--- config.mk ---
export PLATFORM = sky130hd
export DESIGN_NAME = rfd_status_engine
export DESIGN_NICKNAME = d
export VERILOG_FILES = /design/src/rtl/rfd_pkg.sv /design/src/rtl/rfd_mem_port.sv /design/src/rtl/rfd_status_build.sv /design/src/rtl/rfd_stat_strobe.sv /design/src/rtl/rfd_walker.sv /design/src/rtl/rfd_status_engine.sv
export SDC_FILE = /design/constraint.sdc
export NUM_CORES = 1
export LEC_CHECK = 0
export BUFFER_PORTS_ARGS = -buffer_cell sky130_fd_sc_hd__buf_2
export CAP_MARGIN = 20
export CELL_PAD_IN_SITES_DETAIL_PLACEMENT = 1
export CELL_PAD_IN_SITES_GLOBAL_PLACEMENT = 2
export CORE_MARGIN = 4
export CORE_UTILIZATION = 29
export CTS_CLUSTER_SIZE = 8
export DETAILED_ROUTE_END_ITERATION = 7
export GPL_ROUTABILITY_DRIVEN = 0
export PLACE_DENSITY = 0.77
export SLEW_MARGIN = 10
export SYNTH_ARGS = -nofsm -noshare
export SYNTH_HDL_FRONTEND = slang
export SYNTH_SLANG_ARGS = --single-unit
--- constraint.sdc ---
create_clock -name clk -period 2.1 [get_ports clk]
set_input_delay 0 -clock clk [delete_from_list [all_inputs] [get_ports clk]]
set_output_delay 0 -clock clk [all_outputs]
set_load 0.01 [all_outputs]
--- src/rtl/rfd_pkg.sv ---
`timescale 1ns/1ps
package rfd_pkg;
  localparam int STAT_W = 16;
  localparam int NERR   = 8;

  // descriptor word offsets
  localparam int OFS_STATUS = 0;
  localparam int OFS_CTRL   = 1;
  localparam int OFS_LINK   = 2;
  localparam int OFS_RBD    = 3;

  // control word bits
  localparam int CTL_EOL  = 15;
  localparam int CTL_SUSP = 14;
  localparam int CTL_FLEX = 3;

  // status word bits
  localparam int ST_DONE   = 15;
  localparam int ST_BUSY   = 14;
  localparam int ST_OK     = 13;
  localparam int ST_TRUNC  = 5;
  localparam int ST_DAMISS = 1;

  // error input indices
  localparam int E_LEN   = 0;
  localparam int E_CRC   = 1;
  localparam int E_ALIGN = 2;
  localparam int E_NORES = 3;
  localparam int E_OVR   = 4;
  localparam int E_SHORT = 5;
  localparam int E_NOEOP = 6;
  localparam int E_COLL  = 7;

  typedef enum logic [3:0] {
    W_IDLE, W_RD_CTL, W_RD_LINK, W_RD_RBD, W_READY,
    W_WR_BUSY, W_RECV, W_WR_STAT, W_SUSP
  } walk_state_t;

  // status bit position of each error input
  function automatic int err_bit(input int idx);
    case (idx)
      E_LEN:   return 12;
      E_CRC:   return 11;
      E_ALIGN: return 10;
      E_NORES: return 9;
      E_OVR:   return 8;
      E_SHORT: return 7;
      E_NOEOP: return 6;
      default: return 0;
    endcase
  endfunction
endpackage

--- src/rtl/rfd_mem_port.sv ---
`timescale 1ns/1ps
module rfd_mem_port #(
  parameter int ADDR_W = 16,
  parameter int DATA_W = 16
) (
  input  logic              clk,
  input  logic              rst,
  input  logic              cmd_valid,
  input  logic              cmd_we,
  input  logic [ADDR_W-1:0] cmd_addr,
  input  logic [DATA_W-1:0] cmd_wdata,
  output logic              cmd_ready,
  output logic              rsp_done,
  output logic [DATA_W-1:0] rsp_data,
  output logic              mem_req,
  output logic              mem_we,
  output logic [ADDR_W-1:0] mem_addr,
  output logic [DATA_W-1:0] mem_wdata,
  input  logic              mem_ack,
  input  logic [DATA_W-1:0] mem_rdata
);
  assign cmd_ready = !mem_req;

  always_ff @(posedge clk) begin
    if (rst) begin
      mem_req   <= 1'b0;
      mem_we    <= 1'b0;
      mem_addr  <= '0;
      mem_wdata <= '0;
      rsp_done  <= 1'b0;
      rsp_data  <= '0;
    end else begin
      rsp_done <= 1'b0;
      if (mem_req) begin
        if (mem_ack) begin
          mem_req  <= 1'b0;
          rsp_done <= 1'b1;
          rsp_data <= mem_rdata;
        end
      end else if (cmd_valid) begin
        mem_req   <= 1'b1;
        mem_we    <= cmd_we;
        mem_addr  <= cmd_addr;
        mem_wdata <= cmd_wdata;
      end
    end
  end

  // request fields frozen while waiting for the acknowledge
  assert_req_hold_R3: assert property (@(posedge clk) disable iff (rst)
    (mem_req && !mem_ack) |=> (mem_req && $stable(mem_addr) && $stable(mem_we) && $stable(mem_wdata)));

  assert_done_after_ack_R3: assert property (@(posedge clk) disable iff (rst)
    rsp_done |-> ($past(mem_req) && $past(mem_ack) && !mem_req));
endmodule

--- src/rtl/rfd_status_build.sv ---
`timescale 1ns/1ps
module rfd_status_build
  import rfd_pkg::*;
#(
  parameter int N_ERR = NERR
) (
  input  logic [N_ERR-1:0]  errs,
  input  logic              trunc,
  input  logic              da_miss,
  input  logic              flex,
  input  logic              cfg_len_chk,
  input  logic              cfg_save_bad,
  output logic [STAT_W-1:0] status,
  output logic              keep
);
  logic [N_ERR-1:0] errs_eff;
  logic             bad;

  always_comb begin
    errs_eff        = errs;
    errs_eff[E_LEN] = errs[E_LEN] & cfg_len_chk;
    bad             = (|errs_eff) | trunc;
  end

  always_comb begin
    status = '0;
    for (int i = 0; i < N_ERR; i++) begin
      status[err_bit(i)] = errs_eff[i];
    end
    status[ST_TRUNC]  = trunc & ~flex & cfg_save_bad;
    status[ST_DAMISS] = da_miss;
    status[ST_OK]     = ~bad;
    status[ST_DONE]   = 1'b1;
    keep              = ~bad | cfg_save_bad;
  end
endmodule

--- src/rtl/rfd_stat_strobe.sv ---
`timescale 1ns/1ps
module rfd_stat_strobe #(
  parameter int N_ERR = 8,
  parameter int LEN_IDX = 0
) (
  input  logic             clk,
  input  logic             rst,
  input  logic             accept,
  input  logic [N_ERR-1:0] errs,
  input  logic             cfg_len_chk,
  output logic [N_ERR-1:0] pulse
);
  logic [N_ERR-1:0] masked;

  always_comb begin
    masked          = errs;
    masked[LEN_IDX] = errs[LEN_IDX] & cfg_len_chk;
  end

  always_ff @(posedge clk) begin
    if (rst) pulse <= '0;
    else     pulse <= accept ? masked : '0;
  end

  assert_pulse_single_R13: assert property (@(posedge clk) disable iff (rst)
    (|pulse) |=> (pulse == '0));
endmodule

--- src/rtl/rfd_walker.sv ---
`timescale 1ns/1ps
module rfd_walker
  import rfd_pkg::*;
#(
  parameter int ADDR_W = 16,
  parameter int N_ERR  = NERR
) (
  input  logic              clk,
  input  logic              rst,
  input  logic              start_cmd,
  input  logic [ADDR_W-1:0] start_addr,
  input  logic              resume,
  input  logic              rx_sof,
  input  logic              rx_eof,
  input  logic [N_ERR-1:0]  rx_err,
  input  logic              rx_trunc,
  input  logic              rx_da_miss,
  output logic              cmd_valid,
  output logic              cmd_we,
  output logic [ADDR_W-1:0] cmd_addr,
  output logic [STAT_W-1:0] cmd_wdata,
  input  logic              cmd_ready,
  input  logic              rsp_done,
  input  logic [STAT_W-1:0] rsp_data,
  input  logic [STAT_W-1:0] stat_word,
  input  logic              stat_keep,
  output logic [N_ERR-1:0]  cap_errs,
  output logic              cap_trunc,
  output logic              cap_damiss,
  output logic              ctl_flex,
  output logic              eof_accept,
  output logic              rx_ready,
  output logic              susp_req,
  output logic              eng_idle,
  output logic [ADDR_W-1:0] rbd_ptr,
  output logic              rbd_attached
);
  localparam logic [STAT_W-1:0] BUSY_WORD = STAT_W'(1) << ST_BUSY;

  walk_state_t       state;
  logic [ADDR_W-1:0] cur_addr;
  logic [ADDR_W-1:0] link_r;
  logic              ctl_eol;
  logic              ctl_susp;
  logic              pending;
  logic              eof_seen;

  assign eof_accept = rx_eof && !eof_seen && (state == W_WR_BUSY || state == W_RECV);
  assign rx_ready   = (state == W_READY);
  assign susp_req   = (state == W_SUSP);
  assign eng_idle   = (state == W_IDLE);

  always_comb begin
    cmd_valid = 1'b0;
    cmd_we    = 1'b0;
    cmd_addr  = cur_addr;
    cmd_wdata = '0;
    case (state)
      W_RD_CTL: begin
        cmd_valid = !pending;
        cmd_addr  = cur_addr + ADDR_W'(OFS_CTRL);
      end
      W_RD_LINK: begin
        cmd_valid = !pending;
        cmd_addr  = cur_addr + ADDR_W'(OFS_LINK);
      end
      W_RD_RBD: begin
        cmd_valid = !pending;
        cmd_addr  = cur_addr + ADDR_W'(OFS_RBD);
      end
      W_WR_BUSY: begin
        cmd_valid = !pending;
        cmd_we    = 1'b1;
        cmd_addr  = cur_addr + ADDR_W'(OFS_STATUS);
        cmd_wdata = BUSY_WORD;
      end
      W_WR_STAT: begin
        cmd_valid = !pending;
        cmd_we    = 1'b1;
        cmd_addr  = cur_addr + ADDR_W'(OFS_STATUS);
        cmd_wdata = stat_keep ? stat_word : '0;
      end
      default: ;
    endcase
  end

  always_ff @(posedge clk) begin
    if (rst) begin
      state        <= W_IDLE;
      cur_addr     <= '0;
      link_r       <= '0;
      ctl_eol      <= 1'b0;
      ctl_susp     <= 1'b0;
      ctl_flex     <= 1'b0;
      pending      <= 1'b0;
      eof_seen     <= 1'b0;
      cap_errs     <= '0;
      cap_trunc    <= 1'b0;
      cap_damiss   <= 1'b0;
      rbd_ptr      <= '0;
      rbd_attached <= 1'b0;
    end else begin
      if (cmd_valid && cmd_ready) pending <= 1'b1;
      if (rsp_done)               pending <= 1'b0;
      if (eof_accept) begin
        eof_seen   <= 1'b1;
        cap_errs   <= rx_err;
        cap_trunc  <= rx_trunc;
        cap_damiss <= rx_da_miss;
      end
      case (state)
        W_IDLE: if (start_cmd) begin
          cur_addr <= start_addr;
          state    <= W_RD_CTL;
        end
        W_RD_CTL: if (rsp_done) begin
          ctl_eol  <= rsp_data[CTL_EOL];
          ctl_susp <= rsp_data[CTL_SUSP];
          ctl_flex <= rsp_data[CTL_FLEX];
          state    <= W_RD_LINK;
        end
        W_RD_LINK: if (rsp_done) begin
          link_r <= rsp_data[ADDR_W-1:0];
          state  <= W_RD_RBD;
        end
        W_RD_RBD: if (rsp_done) begin
          rbd_ptr      <= rsp_data[ADDR_W-1:0];
          rbd_attached <= ~(&rsp_data[ADDR_W-1:0]);
          state        <= W_READY;
        end
        W_READY: if (rx_sof) begin
          eof_seen <= 1'b0;
          state    <= W_WR_BUSY;
        end
        W_WR_BUSY: if (rsp_done) state <= W_RECV;
        W_RECV: if (eof_seen) state <= W_WR_STAT;
        W_WR_STAT: if (rsp_done) begin
          eof_seen <= 1'b0;
          if (!stat_keep)    state <= W_READY;
          else if (ctl_eol)  state <= W_IDLE;
          else if (ctl_susp) state <= W_SUSP;
          else begin
            cur_addr <= link_r;
            state    <= W_RD_CTL;
          end
        end
        W_SUSP: if (resume) begin
          cur_addr <= link_r;
          state    <= W_RD_CTL;
        end
        default: state <= W_IDLE;
      endcase
    end
  end

  assert_fetch_after_ack_R3: assert property (@(posedge clk) disable iff (rst)
    (state == W_RD_CTL && $past(state) == W_WR_STAT) |-> $past(rsp_done));

  assert_eol_stops_R10: assert property (@(posedge clk) disable iff (rst)
    (state == W_WR_STAT && rsp_done && stat_keep && ctl_eol) |=> (state == W_IDLE));

  assert_discard_reuse_R8: assert property (@(posedge clk) disable iff (rst)
    (state == W_WR_STAT && rsp_done && !stat_keep) |=> (state == W_READY && $stable(cur_addr)));

  assert_susp_hold_R11: assert property (@(posedge clk) disable iff (rst)
    (state == W_SUSP && !resume) |=> (state == W_SUSP));
endmodule

--- src/rtl/rfd_status_engine.sv ---
`timescale 1ns/1ps
module rfd_status_engine
  import rfd_pkg::*;
#(
  parameter int ADDR_W = 16
) (
  input  logic              clk,
  input  logic              rst,
  input  logic              cfg_save_bad,
  input  logic              cfg_len_chk,
  input  logic              start_cmd,
  input  logic [ADDR_W-1:0] start_addr,
  input  logic              resume,
  input  logic              rx_sof,
  input  logic              rx_eof,
  input  logic [NERR-1:0]   rx_err,
  input  logic              rx_trunc,
  input  logic              rx_da_miss,
  output logic              mem_req,
  output logic              mem_we,
  output logic [ADDR_W-1:0] mem_addr,
  output logic [STAT_W-1:0] mem_wdata,
  input  logic              mem_ack,
  input  logic [STAT_W-1:0] mem_rdata,
  output logic              rx_ready,
  output logic              susp_req,
  output logic              eng_idle,
  output logic [ADDR_W-1:0] rbd_ptr,
  output logic              rbd_attached,
  output logic [NERR-1:0]   stat_pulse
);
  logic              cmd_valid, cmd_we, cmd_ready, rsp_done;
  logic [ADDR_W-1:0] cmd_addr;
  logic [STAT_W-1:0] cmd_wdata, rsp_data, stat_word;
  logic              stat_keep, cap_trunc, cap_damiss, ctl_flex, eof_accept;
  logic [NERR-1:0]   cap_errs;

  rfd_walker #(.ADDR_W(ADDR_W), .N_ERR(NERR)) u_walk (
    .clk(clk), .rst(rst), .start_cmd(start_cmd), .start_addr(start_addr),
    .resume(resume), .rx_sof(rx_sof), .rx_eof(rx_eof), .rx_err(rx_err),
    .rx_trunc(rx_trunc), .rx_da_miss(rx_da_miss),
    .cmd_valid(cmd_valid), .cmd_we(cmd_we), .cmd_addr(cmd_addr),
    .cmd_wdata(cmd_wdata), .cmd_ready(cmd_ready), .rsp_done(rsp_done),
    .rsp_data(rsp_data), .stat_word(stat_word), .stat_keep(stat_keep),
    .cap_errs(cap_errs), .cap_trunc(cap_trunc), .cap_damiss(cap_damiss),
    .ctl_flex(ctl_flex), .eof_accept(eof_accept), .rx_ready(rx_ready),
    .susp_req(susp_req), .eng_idle(eng_idle), .rbd_ptr(rbd_ptr),
    .rbd_attached(rbd_attached)
  );

  rfd_status_build #(.N_ERR(NERR)) u_build (
    .errs(cap_errs), .trunc(cap_trunc), .da_miss(cap_damiss), .flex(ctl_flex),
    .cfg_len_chk(cfg_len_chk), .cfg_save_bad(cfg_save_bad),
    .status(stat_word), .keep(stat_keep)
  );

  rfd_mem_port #(.ADDR_W(ADDR_W), .DATA_W(STAT_W)) u_port (
    .clk(clk), .rst(rst), .cmd_valid(cmd_valid), .cmd_we(cmd_we),
    .cmd_addr(cmd_addr), .cmd_wdata(cmd_wdata), .cmd_ready(cmd_ready),
    .rsp_done(rsp_done), .rsp_data(rsp_data), .mem_req(mem_req),
    .mem_we(mem_we), .mem_addr(mem_addr), .mem_wdata(mem_wdata),
    .mem_ack(mem_ack), .mem_rdata(mem_rdata)
  );

  rfd_stat_strobe #(.N_ERR(NERR), .LEN_IDX(E_LEN)) u_stat (
    .clk(clk), .rst(rst), .accept(eof_accept), .errs(rx_err),
    .cfg_len_chk(cfg_len_chk), .pulse(stat_pulse)
  );

  assert_gap_zero_R7: assert property (@(posedge clk) disable iff (rst)
    (mem_req && mem_we) |-> (mem_wdata[4:2] == 3'b000));

  assert_ok_clean_R5: assert property (@(posedge clk) disable iff (rst)
    (mem_req && mem_we && mem_wdata[ST_OK]) |-> (mem_wdata[12:5] == 8'h00 && !mem_wdata[0]));

  assert_done_not_busy_R5: assert property (@(posedge clk) disable iff (rst)
    (mem_req && mem_we && mem_wdata[ST_DONE]) |-> !mem_wdata[ST_BUSY]);

  assert_trunc_gate_R7: assert property (@(posedge clk) disable iff (rst)
    (mem_req && mem_we && mem_wdata[ST_TRUNC]) |-> cfg_save_bad);

  assert_flags_excl_R11: assert property (@(posedge clk) disable iff (rst)
    $onehot0({rx_ready, susp_req, eng_idle}));
endmodule

Yosys cells after proc, flatten, opt, wreduce, memory -nomap -nowiden
Cells that the tools add are included.
Widths: inputs -> output; s select.
{"block": "totals", "ff_bits": 127, "wordCells": 110}
{"block": "classes", "add_sub_neg": 3, "n_eq_ne": 20, "muxes": 33, "n_bitwise": 11, "n_reduce_logical": 23}
{"operator": "$mux 16", "count": 7}
{"operator": "$pmux 16 s3", "count": 2}
{"operator": "$mux 4", "count": 12}
{"operator": "$pmux 4 s9", "count": 1}
{"operator": "$add 16x2->16 const B", "count": 2}
{"operator": "$pmux 16 s2", "count": 1}
{"operator": "$add 16x1->16 const B", "count": 1}
{"operator": "$eq 4x3->1 const B", "count": 4}
{"operator": "$reduce_and 16->1", "count": 1}
{"operator": "$ne 2x1->1 const B", "count": 7}
{"operator": "$ne 2x2->1 const B", "count": 5}
{"operator": "$reduce_and 2->1", "count": 5}
{"operator": "$mux 1", "count": 9}
{"operator": "$reduce_and 9->1", "count": 1}
{"operator": "$eq 4x2->1 const B", "count": 2}
{"operator": "$reduce_or 2->1", "count": 4}
{"operator": "$reduce_or 8->1", "count": 1}
{"operator": "$reduce_and 7->1", "count": 1}
{"operator": "$not 1->1", "count": 5}
{"operator": "$reduce_or 5->1", "count": 1}
{"operator": "$and 1x1->1", "count": 4}
{"operator": "$eq 4x1->1 const B", "count": 1}
{"operator": "$eq 4x4->1 const B", "count": 1}
{"operator": "$logic_not 4->1", "count": 1}
{"operator": "other kinds (6)", "count": 11}

Logic depth before layout (Yosys ltp)
Gate-level depths: netlist (run 1).
{"block": "logic_depth", "ltp_word": 8, "depth_mapped": 10, "mapped_depth_nobuf": 7}

Modules after synthesis
A second synthesis (run 1) with hierarchy kept.
{"block": "hier_totals", "hier_cells": 739, "hier_area_um2": 6571.3}
{"mod": "rfd_walker", "instances": 1, "cells_per_inst": 470, "area_per_inst_um2": 3731.1}
{"mod": "rfd_mem_port", "instances": 1, "cells_per_inst": 230, "area_per_inst_um2": 2452.4}
{"mod": "rfd_stat_strobe", "instances": 1, "cells_per_inst": 16, "area_per_inst_um2": 240.2}
{"mod": "rfd_status_build", "instances": 1, "cells_per_inst": 23, "area_per_inst_um2": 147.6}

Least setup slack after synthesis (run 1)
OpenSTA, ideal clock, no wires.
{"block": "synth_timing", "path_kind": "flip-flop to flip-flop", "from": "register u_walk.state[2]", "to": "register u_port.mem_addr[4]", "setup_ns": 0.086, "arrival_time_ns": 2.210, "setup_slack_ns": -0.196, "path_stages_with_launch": 11, "path_buffers": 3, "cell_sequence": "dfxtp_1 buf_2 and4bb_2 clkbuf_1 xnor2_1 ha_1 a21oi_1 buf_2 o21a_1 o21ai_0 a211oi_1"}
{"block": "synth_between", "elab_chain_len": 4, "word_cells_on_any_way": 9}
{"element": "from (decl)", "line": "rfd_walker.sv:40", "rtl": "walk_state_t state;"}
{"element": "from (signal assigned)", "line": "rfd_walker.sv:89", "rtl": "state <= W_IDLE;"}
{"element": "from (signal assigned)", "line": "rfd_walker.sv:114", "rtl": "state <= W_RD_CTL;"}
{"element": "from (signal assigned)", "line": "rfd_walker.sv:120", "rtl": "state <= W_RD_LINK;"}
{"element": "$eq 4x1->1, or another cell as far along", "line": "rfd_walker.sv:58", "rtl": "case (state)"}
{"element": "$reduce_or 5->1 (no source line)"}
{"element": "$mux 1"}
{"element": "$reduce_and 2->1 (no source line)"}
{"element": "to (signal assigned)", "line": "rfd_mem_port.sv:43", "rtl": "mem_addr <= cmd_addr;"}
{"element": "to (decl)", "line": "rfd_mem_port.sv:17", "rtl": "output logic [ADDR_W-1:0] mem_addr,"}
Several ways; a longest one is shown, not always the timed one.
A chain may end at the register's enable or synchronous reset.

Final worst setup path (run 1)
{"block": "layout_timing", "from": "register u_walk.state[2]", "to": "register u_walk.rbd_attached"}
{"block": "layout_between", "elab_chain_len": 2}
{"element": "$eq 4x2->1", "line": "rfd_walker.sv:111", "rtl": "case (state)"}
{"element": "$reduce_and 2->1 (no source line)"}
{"element": "to (signal assigned)", "line": "rfd_walker.sv:128", "rtl": "rbd_attached <= ~(&rsp_data[ADDR_W-1:0]);"}
{"element": "to (decl)", "line": "rfd_walker.sv:36", "rtl": "output logic rbd_attached"}
Every way passes these cells.

==> results of run 1 <==
==> metal layers <==
metal | up-vias | global-route usage, % | part of all wire, %
met2 | 130 | 29.0 | 48
li1 | 2767 | - | -
met1 | 2682 | 22.6 | 46
met5 | - | 0 | 0
met3 | 30 | 4.31 | 4.7
met4 | 0 | 6.21 | 1.9
==> registers in the layout, summed over array words and instances, names as in the netlist <==
name                 cells
u_port.mem_addr         16
u_port.mem_req           1
u_port.mem_wdata        13
u_port.mem_we            1
u_port.rsp_data         16
u_port.rsp_done          1
u_stat.pulse             8
u_walk.cap_damiss        1
u_walk.cap_errs          8
u_walk.cap_trunc         1
u_walk.ctl_eol           1
u_walk.ctl_flex          1
u_walk.ctl_susp          1
u_walk.cur_addr         16
u_walk.eof_seen          1
u_walk.link_r           16
u_walk.pending           1
u_walk.rbd_attached      1
u_walk.rbd_ptr          16
u_walk.state             4
==> where the power goes <==
part           internal (W)  leakage [nW]  switching [W]
logic              0.000543          1.90       0.000726
clock network       0.00183         0.300        0.00124
registers           0.00251          1.01       0.000166
==> kinds of logic (layout without fill, tap and decap cells) <==
kind of cell,after synthesis,after routing,synth area share [%]
multiplexers,31,31,5.59
AO/OA/AOI/OAI,196,197,23.2
adder cells (fa/ha/maj),2,2,0.449
AND/OR/NAND/NOR,232,232,20.4
flip-flops,124,124,44.5
buffers and inverters,64,247,4.98
other,1,3,0.0672
XOR/XNOR,5,5,0.785
==> what timing repair did <==
action,in CTS,in global routing
gates cloned,1,0
pin swaps,0,1
endpoints found under the setup margin,10,37
endpoints found under the hold margin,54,1
gates resized for setup,5,7
setup buffers,0,3
hold buffers,46,1
==> final cells by class <==
| class | count | area (sq um) |
|---|---|---|
| clock buffers | 18 | 439 |
| clock inverters | 14 | 174 |
| fillers | 2227 | 11100 |
| inverters | 7 | 26.3 |
| multi-input cells | 470 | 2880 |
| flip-flops and latches | 124 | 2490 |
| well taps | 260 | 325 |
| repair buffers | 208 | 1440 |
==> cells in the mapped netlist (all sizes together), types with 3 or more instances <==
library cell    n
buf            14
a221oi          3
o21a            6
or3             6
nor3           22
and2            8
nand3          23
or4             3
o311a           4
nand2          54
dfxtp         124
o31ai           3
a31oi           6
nand4          13
and3            3
nand2b          4
a21oi          56
xnor2           3
nor2           69
inv             7
nor4           14
a211oi         29
mux2i          30
a311oi          4
o21ai          41
o31a            8
a22o           25
or2             3
clkbuf         43
==> per-stage QoR <==
| stage | setup TNS, ns | instances |
|---|---|---|
| floorplan | 0 | 657 |
| global placement | 0 | 1017 |
| detailed placement | -0.580 | 1017 |
| CTS | 0 | 1096 |
| global route | 0 | 1101 |
| finish | 0 | 1101 |
==> tightest hold or removal path, cell delays in order <==
cell and delay (ns):
sky130_fd_sc_hd__buf_2 0.12, sky130_fd_sc_hd__nand2_1 0.06, sky130_fd_sc_hd__nor4_1 0.04, sky130_fd_sc_hd__a21oi_1 0.13
sky130_fd_sc_hd__nor2_1 0.05
==> worst max-delay path by stage <==
stage | slack (ns) | start | endpoint
finish | 0.13 | u_walk.state[2] | u_walk.rbd_attached
global route | 0.02 | u_walk.state[2] | u_walk.rbd_attached
CTS | 0.02 | u_walk.state[1] | u_walk.cur_addr[1]
global placement | 0.0006 | u_walk.state[0] | u_port.mem_addr[10]
detailed placement | -0.12 | u_walk.state[0] | u_port.mem_addr[8]
floorplan | 0.02 | u_walk.state[2] | u_port.mem_addr[10]
==> metrics.log, run 1 <==
INFO  metric drt_wl_total = between 15000 and 20000 um
INFO  metric regToRegSetupSlack = 0.13 ns
INFO  metric final_cell_mix = 121 x sky130_fd_sc_hd__dfxtp_1, 109 x sky130_fd_sc_hd__buf_2, 68 x sky130_fd_sc_hd__nor2_1
INFO  metric via_count_of_the_first_global_routing_pass = 5993
INFO  metric grtUsageTotal = 17.7%
INFO  metric design.portCount = 113
INFO  metric power-per-cell-area = 904 nW/um^2
INFO  metric crit_buf_inv = 1
INFO  metric period_minus_slack = 1.97 ns
INFO  metric core_area = ~19000 sq um
INFO  metric cp-end-kind = register
INFO  metric worstSetupPathDepth = 6
INFO  metric synth.lib_cells_used.distinct = 58
INFO  metric cp.required = 2.37 ns
INFO  metric mostFrequentLayoutCell = sky130_fd_sc_hd__dfxtp_1
INFO  metric crit-reg2reg-capture = u_walk.rbd_attached
INFO  metric h_tree_depth = 4
INFO  metric synth_top_cells_by_area = sky130_fd_sc_hd__dfxtp_1 45%, sky130_fd_sc_hd__mux2i_1 5.4%, sky130_fd_sc_hd__a21oi_1 5.0%
INFO  metric worst_clock_skew = 0.0120 ns
INFO  metric ant_nets = 0
INFO  metric drt-initial-drc-count = 187
INFO  metric cts_root_buffer = sky130_fd_sc_hd__clkbuf_16
INFO  metric insertion_delay = 0.42 ns
INFO  metric drc = 0
INFO  metric wl_per_cell = 17.0 um
INFO  metric hold_path_startpoint = cfg_save_bad
INFO  metric cp_slowest_stage_delay = 0.49 ns
INFO  metric place_ws = -0.125 ns
INFO  metric number_of_instances_in_the_synthesized_netlist = 655
INFO  metric fin_ws = about 0.13 ns
INFO  metric layout.core_utilization = between 40% and 50%
INFO  metric vdd_drop_max = 0.678 mV
INFO  metric ys_seq_area_share = between 40% and 50%
INFO  metric rows = 50
INFO  metric worstRegToRegCells = 6
INFO  metric viasPerCell = 5.09
INFO  metric setup.worst_path.start_class = register
INFO  metric crit_path_max_fanout = 8
INFO  metric layout-drive-gt1-share = 25.4%
INFO  metric placed_area = 6600 sq um
INFO  metric floorplan.die_area = around 22000 sq um
INFO  metric report.power.total = between 0.007 and 0.008 W
INFO  metric route.vias.total = 5609
INFO  metric hold_path.class = in2reg
INFO  metric clock_tree.buffer_depth = 2
INFO  metric worst-setup-path-type = reg2reg
INFO  metric clkTransAtPathRegs = ~0.060 ns
INFO  metric ys_ff_latch = 124
INFO  metric leakage = 3.21 nW
INFO  metric run_status = completed
INFO  metric whs_endpoint = u_port.mem_wdata[5]
INFO  metric maxSlewViolCount = 0
INFO  metric floorplan.die.width = ~150 um
INFO  metric grt_first_pass_wirelength = 30800 um
INFO  metric grt_overflow_total = 0
INFO  metric r2r_start = u_walk.state[2]
INFO  metric post-synth-top-area-fraction = 44.5%
INFO  metric synthDominantAreaCellType = sky130_fd_sc_hd__dfxtp_1
INFO  metric design_area = 7760 sq um
INFO  metric setup_viol = 0
INFO  metric worstMarginPinSlew = approximately 0.68 ns
INFO  metric clock_tree_from_tritoncts = built
INFO  metric dp_hpwl = 13500 um
INFO  metric critPathTopFamily = simple AND/OR/NAND/NOR gates
INFO  metric num_antenna_cells = 0
INFO  metric postSynthAreaPerCell = between 8 and 9 sq um
INFO  metric fmax = 509 MHz
INFO  metric critPathSlowestCell = sky130_fd_sc_hd__nor3_1
INFO  metric timing.slew.headroom = 54.8%
INFO  metric rsz0062_at_grt = no
INFO  metric cells_traversed_along_the_worst_timing_path = buf_4 -> nand2b_1 -> a21oi_1 -> o21a_1 -> nor3_1 -> a311oi_1
INFO  metric post_layout_net_count = 881
INFO  metric number_of_enable_flip_flop_cells_after_synthesis = 0
INFO  metric share_of_synthesized_registers_carrying_an_async_set_or_reset = 0%
INFO  metric cts_num_sinks = 124
INFO  metric cts_made_buffers = 17
INFO  metric drt-pass1-iter-count = 4
INFO  metric number_of_buffer_cells_added_on_primary_ports = 109
INFO  metric start_util = 29.6%
INFO  metric largest_net_degree_at_the_start_of_global_routing = 43
INFO  metric die_h = between 100 and 150 um
INFO  metric synth_warnings = 0
INFO  metric hold_viol_final = 0
INFO  metric worstHoldPathCells = 5
INFO  metric synth-main-ff-cell = sky130_fd_sc_hd__dfxtp_1
INFO  metric areaGrowthSynthToFinish = 39.2%
INFO  metric syn_area = 5580 sq um
INFO  metric critical_path_arrival = approximately 2.2 ns
INFO  metric cap_violations = 0
INFO  metric layout_worst_path_cycle_share = 93.6%
INFO  metric hold_slack = about 0.029 ns
INFO  metric number_of_antenna_violations_at_the_first_check_in_global_routing = 0
No activity file was read; power rests on OpenSTA's default activity.
==> inputs of run 2 (changes only) <==
Settings changed: BUFFER_PORTS_ARGS -buffer_cell sky130_fd_sc_hd__buf_2 to default, CORE_UTILIZATION 29 to 34, DONT_BUFFER_PORTS from default to 1, PLACE_DENSITY 0.77 to 0.78.
==> run 2 against run 1 <==
Effect of this change: fmax is 1.9% lower; via count fell by 7.0%; first-iteration DRC count increased by 11%; die area shrank 14%; global-route usage grew 2.4 points; final cell count decreased by 14%; final area down 8.0%; clock-buffer cell count is the same; combinational power down 12%; sequential share of layout area rose by 2.8 points; total power decreased by 3.0%; highest routed layer unchanged.
==> metrics.log, run 2 (synthesis results as in run 1) <==
INFO  metric viasPerCell = 5.50 (was 5.09)
INFO  metric clock_tree_from_tritoncts = built (unchanged)
INFO  metric die_h = 136 um (was 147 um)
INFO  metric design_area = 7140 sq um (was 7760 sq um)
INFO  metric via_count_of_the_first_global_routing_pass = 5499 (was 5993)
INFO  metric setup_viol = 0 (unchanged)
INFO  metric timing.slew.headroom = 59.9% (was 54.8%)
INFO  metric grt_first_pass_wirelength = 29200 um (was 30800 um)
INFO  metric worstMarginPinSlew = 0.601 ns (was 0.676 ns)
INFO  metric worst-setup-path-type = reg2reg (unchanged)
INFO  metric rows = 46 (was 50)
INFO  metric layout-drive-gt1-share = 13.9% (was 25.4%)
INFO  metric cp.required = 2.43 ns (was 2.37 ns)
INFO  metric hold_path.class = in2reg (unchanged)
INFO  metric rsz0062_at_grt = no (unchanged)
INFO  metric worst_clock_skew = 0.00893 ns (was 0.0120 ns)
INFO  metric design.portCount = 113 (unchanged)
INFO  metric cts_root_buffer = sky130_fd_sc_hd__clkbuf_16 (unchanged)
INFO  metric critical_path_arrival = 2.34 ns (was 2.24 ns)
INFO  metric route.vias.total = 5217 (was 5609)
INFO  metric maxSlewViolCount = 0 (unchanged)
INFO  metric fin_ws = 0.0947 ns (was 0.134 ns)
INFO  metric h_tree_depth = 4 (unchanged)
INFO  metric crit_path_max_fanout = 12 (was 8)
INFO  metric cts_num_sinks = 124 (unchanged)
INFO  metric number_of_antenna_violations_at_the_first_check_in_global_routing = 0 (unchanged)
INFO  metric areaGrowthSynthToFinish = 28.0% (was 39.2%)
INFO  metric cts_made_buffers = 17 (unchanged)
INFO  metric clock_tree.buffer_depth = 2 (unchanged)
INFO  metric drt-pass1-iter-count = 4 (unchanged)
INFO  metric clkTransAtPathRegs = 0.06 ns (about the same)
INFO  metric setup.worst_path.start_class = register (unchanged)
INFO  metric mostFrequentLayoutCell = sky130_fd_sc_hd__dfxtp_1 (unchanged)
INFO  metric drt_wl_total = 18200 um (was 18700 um)
INFO  metric final_cell_mix = 118 x sky130_fd_sc_hd__dfxtp_1, 68 x sky130_fd_sc_hd__nor2_1, 55 x sky130_fd_sc_hd__a21oi_1 (was 121 x sky130_fd_sc_hd__dfxtp_1, 109 x sky130_fd_sc_hd__buf_2, 68 x sky130_fd_sc_hd__nor2_1)
INFO  metric hold_viol_final = 0 (unchanged)
INFO  metric fmax = 499 MHz (was 509 MHz)
INFO  metric floorplan.die_area = 18500 sq um (was 21500 sq um)
INFO  metric grt_overflow_total = 0 (unchanged)
INFO  metric num_antenna_cells = 0 (unchanged)
INFO  metric cp-end-kind = register (unchanged)
INFO  metric largest_net_degree_at_the_start_of_global_routing = 94 (was 43)
INFO  metric core_area = 16000 sq um (was 18800 sq um)
INFO  metric cap_violations = 0 (unchanged)
INFO  metric start_util = 34.9% (was 29.6%)
INFO  metric drc = 0 (unchanged)
INFO  metric period_minus_slack = 2.01 ns (was 1.97 ns)
INFO  metric drt-initial-drc-count = 207 (was 187)
INFO  metric placed_area = 6010 sq um (was 6600 sq um)
INFO  metric place_ws = -0.0741 ns (was -0.125 ns)
INFO  metric final.fill_count = 1867 (was 2227)
INFO  metric run_status = completed (unchanged)
INFO  metric vdd_drop_max = 0.606 mV (was 0.678 mV)
INFO  metric number_of_buffer_cells_added_on_primary_ports = 0 (was 109)
INFO  metric wl_per_cell = 19.2 um (was 17.0 um)
INFO  metric floorplan.die.width = 136 um (was 147 um)
INFO  metric post_layout_net_count = 772 (was 881)
INFO  metric power-per-cell-area = 954 nW/um^2 (was 904 nW/um^2)
INFO  metric dp_hpwl = 12900 um (was 13500 um)
INFO  metric ant_nets = 0 (unchanged)
INFO  metric layout_worst_path_cycle_share = 95.5% (was 93.6%)
INFO  metric leakage = 2.68 nW (was 3.21 nW)
INFO  metric insertion_delay = 0.42 ns (about the same)
INFO  metric grtUsageTotal = 20.1% (was 17.7%)
[run 2: cell types whose count changed in the layout (fill, tap and decap cells not counted), moves of 2 or more]
cell and delta:
sky130_fd_sc_hd__clkinv_2 +3, sky130_fd_sc_hd__clkinvlp_4 +3, sky130_fd_sc_hd__dfxtp_2 +3, sky130_fd_sc_hd__buf_2 -109, sky130_fd_sc_hd__nor4_1 +2, sky130_fd_sc_hd__inv_6 -3
sky130_fd_sc_hd__nor4_2 -2, sky130_fd_sc_hd__dfxtp_1 -3, sky130_fd_sc_hd__inv_8 -4
[run 2: stage by stage]
stage / TNS, ns / hold slack, ns / total power, W / instances / utilization (%)
global placement: 0 / 0.0806 / 0.00373 / 866 / 37.6
CTS: 0 / 0.00726 / 0.00687 / 947 / 44.5
detailed placement: -0.495 / 0.0804 / 0.00376 / 866 / 37.6
floorplan: 0 / 0.122 / 0.00340 / 657 / -
finish: 0 / 0.0274 / 0.00682 / 948 / 44.6
global route: 0 / 0.0331 / 0.00715 / 948 / 44.6
[run 2: routing by layer]
layer	GRT usage, %	wire length (um)
met5	0	0
met4	5.71	225
met3	6.14	1040
met2	35.8	9220
met1	23.1	7730
[run 2: final timing paths]
path                startpoint                   to  slack, ns  cells past startpoint
max            u_walk.state[3]  u_port.mem_addr[10]       0.09                      8
min                     rx_eof      u_stat.pulse[5]       0.03                      3
max reg2reg    u_walk.state[3]  u_port.mem_addr[10]       0.09                      8
min reg2reg  u_walk.link_r[15]    u_walk.link_r[15]       0.46                      2
[run 2: worst max-delay path, cell delays in order (launching register included)]
cell and delay [ns]:
sky130_fd_sc_hd__dfxtp_2 0.35, sky130_fd_sc_hd__and4bb_2 0.35, sky130_fd_sc_hd__xnor2_1 0.15, sky130_fd_sc_hd__ha_1 0.20, sky130_fd_sc_hd__a21oi_2 0.07, sky130_fd_sc_hd__buf_12 0.16, sky130_fd_sc_hd__nor4_1 0.28, sky130_fd_sc_hd__o21ai_0 0.13
sky130_fd_sc_hd__a211oi_1 0.23
[run 2: repair_timing]
item                       CTS  global route
pin swaps                    0             1
gates resized for setup      2             6
hold endpoints to repair   117             0
setup buffers                0             1
hold buffers                49             0
gates cloned                 0             0
setup endpoints to repair   18             8
[run 2: report_power, final]
| group | total (W) | internal (W) | switching, W |
|---|---|---|---|
| clock network | 0.00298 | 0.00187 | 0.00111 |
| registers | 0.00272 | 0.00251 | 0.000210 |
| logic | 0.00112 | 0.000467 | 0.000649 |
[run 2: final cells by class]
class,instances,area [sq um],area share (%)
Tap cell,216,270,3.78
Timing Repair Buffer,100,916,12.8
Clock inverter,14,170,2.38
Clock buffer,18,429,6.01
Multi-Input combinational cell,469,2840,39.7
Sequential cell,124,2490,34.9
Inverter,7,26.3,0.368
==> inputs of run 3 (changes only) <==
Settings changed: CORE_MARGIN 4 to 2.
==> run 3 against run 2 <==
Effect of this change: non-clock buffer count is 3 lower; clock-buffer cell count is the same; total power rose by 0.49%; utilization is 0.15 points higher; hold slack improved by 0.016 ns; sequential power is essentially flat; sequential cell count unchanged; highest routed layer unchanged; final area barely moved; clock skew fell by 0.0015 ns; clock power barely moved; combinational power hardly changed; die area fell by 5.8%.
==> metrics.log, run 3 (synthesis results as in run 1) <==
INFO  metric timing.slew.headroom = 59.9% (about the same)
INFO  metric layout.core_utilization = 44.8% (was 44.6%)
INFO  metric setup.worst_path.start_class = register (unchanged)
INFO  metric setup_viol = 0 (unchanged)
INFO  metric crit_path_max_fanout = 32 (was 12)
INFO  metric worst-setup-path-type = reg2reg (unchanged)
INFO  metric num_antenna_cells = 0 (unchanged)
INFO  metric dp_hpwl = 12500 um (was 12900 um)
INFO  metric drt-pass1-iter-count = 4 (unchanged)
INFO  metric cts_made_buffers = 17 (unchanged)
INFO  metric postCtsSetupRepairBufs = 0 (unchanged)
INFO  metric cp.required = 2.43 ns (about the same)
INFO  metric floorplan.die.width = 132 um (was 136 um)
INFO  metric grtUsageTotal = 20.6% (was 20.1%)
INFO  metric hold_path.class = in2reg (unchanged)
INFO  metric period_minus_slack = 1.98 ns (was 2.01 ns)
INFO  metric final_cell_mix = 122 x sky130_fd_sc_hd__dfxtp_1, 68 x sky130_fd_sc_hd__nor2_1, 55 x sky130_fd_sc_hd__a21oi_1 (was 118 x sky130_fd_sc_hd__dfxtp_1, 68 x sky130_fd_sc_hd__nor2_1, 55 x sky130_fd_sc_hd__a21oi_1)
INFO  metric hold_viol_final = 0 (unchanged)
INFO  metric drt-initial-drc-count = 292 (was 207)
INFO  metric clkTransAtPathRegs = 0.06 ns (about the same)
INFO  metric cp-end-kind = register (unchanged)
INFO  metric critical_path_arrival = 2.31 ns (was 2.34 ns)
INFO  metric cts_root_buffer = sky130_fd_sc_hd__clkbuf_16 (unchanged)
INFO  metric cap_violations = 0 (unchanged)
INFO  metric route.vias.total = 5217 (unchanged)
INFO  metric cts_num_sinks = 124 (unchanged)
INFO  metric start_util = 35.0% (was 34.9%)
INFO  metric core_area = 15900 sq um (was 16000 sq um)
INFO  metric worstMarginPinSlew = 0.599 ns (was 0.601 ns)
INFO  metric detailroute.wirelength.met2 = 8700 um (was 9220 um)
INFO  metric areaGrowthSynthToFinish = 28.0% (about the same)
INFO  metric viasPerCell = 5.52 (was 5.50)
INFO  metric via_count_of_the_first_global_routing_pass = 5382 (was 5499)
INFO  metric post_layout_net_count = 769 (was 772)
INFO  metric design.portCount = 113 (unchanged)
INFO  metric grt_first_pass_wirelength = 28800 um (was 29200 um)
INFO  metric run_status = completed (unchanged)
INFO  metric number_of_antenna_violations_at_the_first_check_in_global_routing = 0 (unchanged)
INFO  metric cp_slowest_stage_delay = 0.44 ns (was 0.35 ns)
INFO  metric met1Wirelength = 7770 um (was 7730 um)
INFO  metric clock_tree_from_tritoncts = built (unchanged)
INFO  metric largest_net_degree_at_the_start_of_global_routing = 94 (unchanged)
INFO  metric drt_wl_total = 17800 um (was 18200 um)
INFO  metric worst_clock_skew = 0.00746 ns (was 0.00893 ns)
INFO  metric power-per-cell-area = 959 nW/um^2 (was 954 nW/um^2)
INFO  metric rows = 46 (unchanged)
INFO  metric layout-drive-gt1-share = 13.3% (was 13.9%)
INFO  metric maxSlewViolCount = 0 (unchanged)
INFO  metric fmax = 505 MHz (was 499 MHz)
INFO  metric rsz0062_at_grt = no (unchanged)
INFO  metric ant_nets = 0 (unchanged)
INFO  metric insertion_delay = 0.42 ns (about the same)
INFO  metric critPathSlowestCell = sky130_fd_sc_hd__or4_1 (was sky130_fd_sc_hd__dfxtp_2)
INFO  metric cells_traversed_along_the_worst_timing_path = buf_4 -> nand4b_1 -> or4_1 -> o22ai_2 -> buf_12 -> nor2_1 -> a211oi_2 (was and4bb_2 -> xnor2_1 -> ha_1 -> a21oi_2 -> buf_12 -> nor4_1 -> o21ai_0 -> a211oi_1)
INFO  metric grt_overflow_total = 0 (unchanged)
INFO  metric report.power.total = 0.00685 W (was 0.00682 W)
INFO  metric floorplan.die_area = 17400 sq um (was 18500 sq um)
INFO  metric critPathTopFamily = simple AND/OR/NAND/NOR gates (unchanged)
INFO  metric dr.max_layer_used = met4 (unchanged)
INFO  metric layout_worst_path_cycle_share = 94.3% (was 95.5%)
INFO  metric die_h = 132 um (was 136 um)
INFO  metric met3_length = 961 um (was 1040 um)
INFO  metric h_tree_depth = 4 (unchanged)
INFO  metric leakage = 2.67 nW (was 2.68 nW)
INFO  metric drc = 0 (unchanged)
INFO  metric crit_buf_inv = 2 (was 1)
INFO  metric mostFrequentLayoutCell = sky130_fd_sc_hd__dfxtp_1 (unchanged)
INFO  metric wl_per_cell = 18.8 um (was 19.2 um)
INFO  metric number_of_buffer_cells_added_on_primary_ports = 0 (unchanged)
INFO  metric clock_tree.buffer_depth = 2 (unchanged)
INFO  metric vdd_drop_max = 0.593 mV (was 0.606 mV)
==> run 3: cell type report <==
class	instances	area, sq um
Sequential cell	124	2480
Tap cell	216	270
Multi-Input combinational cell	469	2850
Clock buffer	18	429
Fill cell	1864	8800
Inverter	7	26.3
Timing Repair Buffer	97	910
Clock inverter	14	171
==> run 3: worst register-to-register path, cell delays in order, from the launching register on <==
cell,delay [ns]
sky130_fd_sc_hd__dfxtp_1,0.33
sky130_fd_sc_hd__buf_4,0.16
sky130_fd_sc_hd__nand4b_1,0.21
sky130_fd_sc_hd__or4_1,0.44
sky130_fd_sc_hd__o22ai_2,0.20
sky130_fd_sc_hd__buf_12,0.21
sky130_fd_sc_hd__nor2_1,0.08
sky130_fd_sc_hd__a211oi_2,0.26
==> run 3: worst paths after layout <==
check | from | cells past startpoint | end | slack (ns)
hold / removal | rst | 3 | u_port.mem_wdata[0] | 0.04
setup reg to reg | u_walk.state[3] | 7 | u_walk.cur_addr[2] | 0.12
setup / recovery | u_walk.state[3] | 7 | u_walk.cur_addr[2] | 0.12
hold reg to reg | u_walk.link_r[10] | 2 | u_walk.link_r[10] | 0.46
==> run 3: per-layer routing <==
metal	vias up	GRT usage, %
met5	-	0
met4	0	7.19
met3	23	4.88
met2	132	35.2
met1	2537	25.5
li1	2525	-
==> run 3: repair_timing <==
action,CTS,global route
gates resized for setup,1,5
hold buffers,49,0
setup endpoints to repair,6,27
cloned,0,0
hold endpoints to repair,120,0
==> run 3: metrics by stage <==
stage                     std cells  cell area [sq um]  setup WS, ns  TNS [ns]  hold WS, ns
final                           945               7140         0.120         0       0.0435
after CTS                       945               7120        0.0161         0       0.0268
after global placement          864               6010        0.0777         0       0.0805
after detailed placement        864               6010       -0.0194   -0.0264       0.0823
after global routing            945               7140      0.000813         0       0.0361
after floorplan                 657               5600        0.0194         0        0.122
==> run 3: report_power, final <==
group	internal, W	switching [W]	total, W
registers	0.00251	0.000209	0.00272
logic	0.000473	0.000649	0.00112
clock network	0.00187	0.00114	0.00301
